`src/rtl/sdc_pkg.sv`:
```
package sdc_pkg;
   // lookahead variant selector
   localparam int LA_PREFIX = 0;
   localparam int LA_SERIAL = 1;

   // per-digit borrow terms
   typedef struct packed {
      logic gen;
      logic prop;
   } bgp_t;
endpackage

```
`src/rtl/sdc_digit_cell.sv`:
```
module sdc_digit_cell #(
   parameter int M = 2
) (
   input  logic         sign_i,
   input  logic [M-1:0] mag_i,
   input  logic         bin_i,
   output sdc_pkg::bgp_t gp_o,
   output logic [M-1:0] dig_o
);
   localparam logic [M-1:0] ONE_M = M'(1);

   logic mag_zero;
   logic mag_one;

   assign mag_zero = (mag_i == '0);
   assign mag_one  = (mag_i == ONE_M);

   // borrow created here: a sign flag with nothing to take it from
   assign gp_o.gen  = sign_i & mag_zero;
   // borrow passed through: nothing left after an incoming borrow
   assign gp_o.prop = mag_zero | (sign_i & mag_one);

   // canonical digit, wraps modulo r
   assign dig_o = mag_i - M'(sign_i) - M'(bin_i);
endmodule

```
`src/rtl/sdc_borrow_tree.sv`:
```
module sdc_borrow_tree #(
   parameter int Q        = 8,
   parameter int LA_STYLE = sdc_pkg::LA_PREFIX
) (
   input  logic [Q-1:0] gen_i,
   input  logic [Q-1:0] prop_i,
   output logic [Q-1:0] borrow_o
);
   localparam int LVLS = (Q > 1) ? $clog2(Q) : 0;

   if (LA_STYLE == sdc_pkg::LA_PREFIX) begin : g_prefix
      logic [Q-1:0] gs [0:LVLS];
      logic [Q-1:0] ps [0:LVLS];

      assign gs[0] = gen_i;
      assign ps[0] = prop_i;

      for (genvar s = 0; s < LVLS; s++) begin : g_lvl
         localparam int SPAN = 1 << s;
         for (genvar i = 0; i < Q; i++) begin : g_node
            if (i >= SPAN) begin : g_join
               assign gs[s+1][i] = gs[s][i] | (ps[s][i] & gs[s][i-SPAN]);
               assign ps[s+1][i] = ps[s][i] & ps[s][i-SPAN];
            end else begin : g_pass
               assign gs[s+1][i] = gs[s][i];
               assign ps[s+1][i] = ps[s][i];
            end
         end
      end

      assign borrow_o = gs[LVLS];
   end else begin : g_serial
      for (genvar i = 0; i < Q; i++) begin : g_step
         if (i == 0) begin : g_first
            assign borrow_o[i] = gen_i[i];
         end else begin : g_next
            assign borrow_o[i] = gen_i[i] | (prop_i[i] & borrow_o[i-1]);
         end
      end
   end
endmodule

```
`src/rtl/sdc_to_bin.sv`:
```
module sdc_to_bin #(
   parameter int M        = 2,
   parameter int Q        = 8,
   parameter int LA_STYLE = sdc_pkg::LA_PREFIX
) (
   input  logic [Q-1:0]   dig_sign,
   input  logic [M*Q-1:0] dig_mag,
   input  logic           top_bit,
   output logic [M*Q:0]   bin_out,
   output logic           neg_flag
);
   localparam int LOW_W = M * Q;

   if (M < 1) begin : g_bad_m
      $error("sdc_to_bin: M must be at least 1");
   end
   if (Q < 1) begin : g_bad_q
      $error("sdc_to_bin: Q must be at least 1");
   end
   if (LA_STYLE != sdc_pkg::LA_PREFIX && LA_STYLE != sdc_pkg::LA_SERIAL) begin : g_bad_style
      $error("sdc_to_bin: unknown LA_STYLE");
   end

   logic [Q-1:0]     la_gen;
   logic [Q-1:0]     la_prop;
   logic [Q-1:0]     la_borrow;
   logic [Q-1:0]     bin_in;
   logic [LOW_W-1:0] canon;

   for (genvar j = 0; j < Q; j++) begin : g_dig
      sdc_pkg::bgp_t gp;

      if (j == 0) begin : g_lsd
         assign bin_in[j] = 1'b0;
      end else begin : g_upper
         assign bin_in[j] = la_borrow[j-1];
      end

      sdc_digit_cell #(.M(M)) u_cell (
         .sign_i (dig_sign[j]),
         .mag_i  (dig_mag[j*M +: M]),
         .bin_i  (bin_in[j]),
         .gp_o   (gp),
         .dig_o  (canon[j*M +: M])
      );

      assign la_gen[j]  = gp.gen;
      assign la_prop[j] = gp.prop;
   end

   sdc_borrow_tree #(.Q(Q), .LA_STYLE(LA_STYLE)) u_tree (
      .gen_i    (la_gen),
      .prop_i   (la_prop),
      .borrow_o (la_borrow)
   );

   assign bin_out  = {top_bit & ~la_borrow[Q-1], canon};
   assign neg_flag = la_borrow[Q-1] & ~top_bit;
endmodule

```
`config.mk`:
```
export PLATFORM = sky130hd
export DESIGN_NAME = sdc_to_bin
export DESIGN_NICKNAME = d
export VERILOG_FILES = /design/src/rtl/sdc_pkg.sv /design/src/rtl/sdc_digit_cell.sv /design/src/rtl/sdc_borrow_tree.sv /design/src/rtl/sdc_to_bin.sv
export SDC_FILE = /design/constraint.sdc
export NUM_CORES = 1
export LEC_CHECK = 0
export ABC_AREA = 1
export BUFFER_PORTS_ARGS = -buffer_cell sky130_fd_sc_hd__buf_2
export CAP_MARGIN = 25
export CELL_PAD_IN_SITES_DETAIL_PLACEMENT = 1
export CELL_PAD_IN_SITES_GLOBAL_PLACEMENT = 1
export CORE_MARGIN = 5
export CORE_UTILIZATION = 23
export DETAILED_ROUTE_END_ITERATION = 8
export GPL_TIMING_DRIVEN = 0
export PLACE_DENSITY_LB_ADDON = 0.1
export SYNTH_ARGS = -nofsm -noshare
export SYNTH_HDL_FRONTEND = slang
export SYNTH_SLANG_ARGS = --single-unit
```
`constraint.sdc`:
```
create_clock -name vclk -period 4.6
set_input_delay 0.92 -clock vclk [all_inputs]
set_output_delay 0.92 -clock vclk [all_outputs]
set_load 0.005 [all_outputs]
```
==> impl_metrics.json <==
{
  "outcome": "finished clean",
  "required_ps": 3680,
  "dr_total_vias": 767,
  "grt_max_degree": 7,
  "drtPass1Iterations": 4,
  "dieArea_um2": 4180,
  "fin_cells": 183,
  "syn-cell-area_um2": 687,
  "rsz0062_at_grt": "no",
  "finalCritPeriodShare": 0.806,
  "synth_most_common_cell": "inv_1",
  "finalHoldViolCount": 0,
  "worst_setup_path_end_kind": "output pin",
  "num_rows": 19,
  "max_stage_delay_ps": 470,
  "drc": 0,
  "cp_slowest_cell": "fa_1",
  "dp.cells": 183,
  "hold_buffers": 0,
  "p_comb_frac": 1.000,
  "synthMuxAreaShare": 0,
  "top_usage_layer": "met2",
  "cp_cell_sequence": "buf_2 -> inv_2 -> nor2_1 -> nor2_1 -> nand3_1 -> nand2_1 -> inv_1 -> o21bai_1 -> fa_1 -> inv_1 -> ha_1 -> xor2_1 -> buf_2",
  "worst-path-max-fanout": 3,
  "post_cts_resized": 0,
  "layout-drive-gt1-share": 0.375,
  "yosys.area_share.simple": 0.301,
  "grt_pass1_wl_um": 3360,
  "drt-total-wl_um": 1820,
  "hold_class": "in -> out",
  "area.growth.synth_to_final_pct": 37.0,
  "synth_cells": 109,
  "grt_use_met3": 0.0104,
  "synth_common_cells": "inv_1, nand2_1, nor2_1, fa_1, xor2_1",
  "hold_slack_ps": 2080,
  "switching_share": 0.517,
  "setup_tns_ps": 0,
  "die_width_um": 64.7,
  "synth-compound-area-share": 0.113,
  "antenna_found_initial": 0,
  "hpwl_um": 1780,
  "seq_area_frac_synth": 0,
  "arrival_ps": 2790,
  "seq_area_um2": 0,
  "startpoint_type": "primary input",
  "synth_top_family_by_area": "simple AND/OR/NAND/NOR gates",
  "grt_use_met1": 0.114,
  "yosysTopAreaCellShare": 0.204,
  "yosysWarnings": 0,
  "ios": 43,
  "post_cts_buffers": 0,
  "p_total_mw": 0.107,
  "design.seq.count": 0,
  "synth_area_leader_cell": "fa_1",
  "synth_cell_types": 21,
  "power_frac_seq": 0,
  "final.min_clock_period_ps": 3710,
  "syn_nets": 146,
  "nets": 191,
  "p_int_mw": 0.0516,
  "first_global_vias": 840,
  "p_switching_mw": 0.0552,
  "avgSynthCellArea_um2": 6.30,
  "initial_core_util": 0.245,
  "overflow": 0,
  "final_antenna_net_count": 0,
  "total_leakage_power_nw": 0.584,
  "diodes": 0,
  "io_buffers": 43,
  "viasPerCell": 4.19,
  "vdd_drop_max_uv": 33.6,
  "grt_use_total": 0.0924,
  "drtIter0Drc": 4,
  "ys_top_cells_by_area": "fa_1, inv_1, nand2_1",
  "timing.fmax_ghz": 0.270,
  "cp_top_family": "adder cells",
  "core_area_um2": 2810,
  "drv_slew": 0,
  "worst_slew_pin_slew_ps": 235,
  "cap_violations": 0,
  "powerDensity_nw_per_um2": 114,
  "synthAdderAreaFrac": 0.295,
  "clkbuf_count": 0,
  "finalSetupViolCount": 0,
  "synth-xor-area-share": 0.128,
  "criticalPathCategory": "in -> out",
  "pwr-share-clk": 0,
  "die_h_um": 64.7,
  "place.gp.congestion": 0.747,
  "grtUsageMet2": 0.182,
  "path_buf_inv": 5,
  "wire_per_inst_um": 9.92,
  "maxSlewHeadroom": 0.842
}
[per-layer routing]
layer	wire length (um)	part of all wire	up-vias
li1	-	-	407
met2	896	0.49	21
met4	0	0	0
met5	0	0	-
met1	828	0.46	339
met3	91	0.050	0
[tightest hold or removal path: stages]
cell and delay (ps):
buf_2 90, a21oi_1 40, buf_2 120
[cell type report]
cell class	count	area, um2
Inverter	28	105
Multi-Input combinational cell	79	574
Buffer	2	7.51
Fill cell	393	1860
Timing Repair Buffer	43	215
Tap cell	31	38.8
[cells in the final DEF (no fill, tap or decap), types with 4 or more instances in the layout]
master,count
nor2_2,5
fa_1,7
inv_1,26
nand2_1,20
a21oi_1,4
buf_2,43
xnor2_1,4
nor2_1,14
xor2_1,6
ha_1,5
[final timing paths]
kind	from	to	slack, ps	cells after the start
worst max-delay path	dig_mag[2]	bin_out[12]	890	13
worst min-delay path	top_bit	neg_flag	2080	3
[stage by stage]
step / instance area [um2] / worst slack [ps] / utilization
CTS: 941 / 849 / 0.335
global placement: 941 / 892 / 0.335
finish: 941 / 893 / 0.335
floorplan: 687 / 1280 / -
global route: 941 / 672 / 0.335
detailed placement: 941 / 867 / 0.335
[power groups by stage]
stage / Combinational, mW / Clock (mW) / Sequential (mW)
after floorplan: 0.0590 / 0 / 0
after global placement: 0.106 / 0 / 0
after detailed placement: 0.110 / 0 / 0
after CTS: 0.111 / 0 / 0
after global routing: 0.125 / 0 / 0
final: 0.107 / 0 / 0
[kinds of logic (layout without fill, tap and decap cells)]
group                    count (synthesis)  after routing
AND/OR/NAND/NOR                         46             46
buffers and inverters                   30             73
adder cells (fa/ha/maj)                 12             12
AO/OA/AOI/OAI                           11             11
XOR/XNOR                                10             10
No activity file was read; power rests on OpenSTA's default activity.
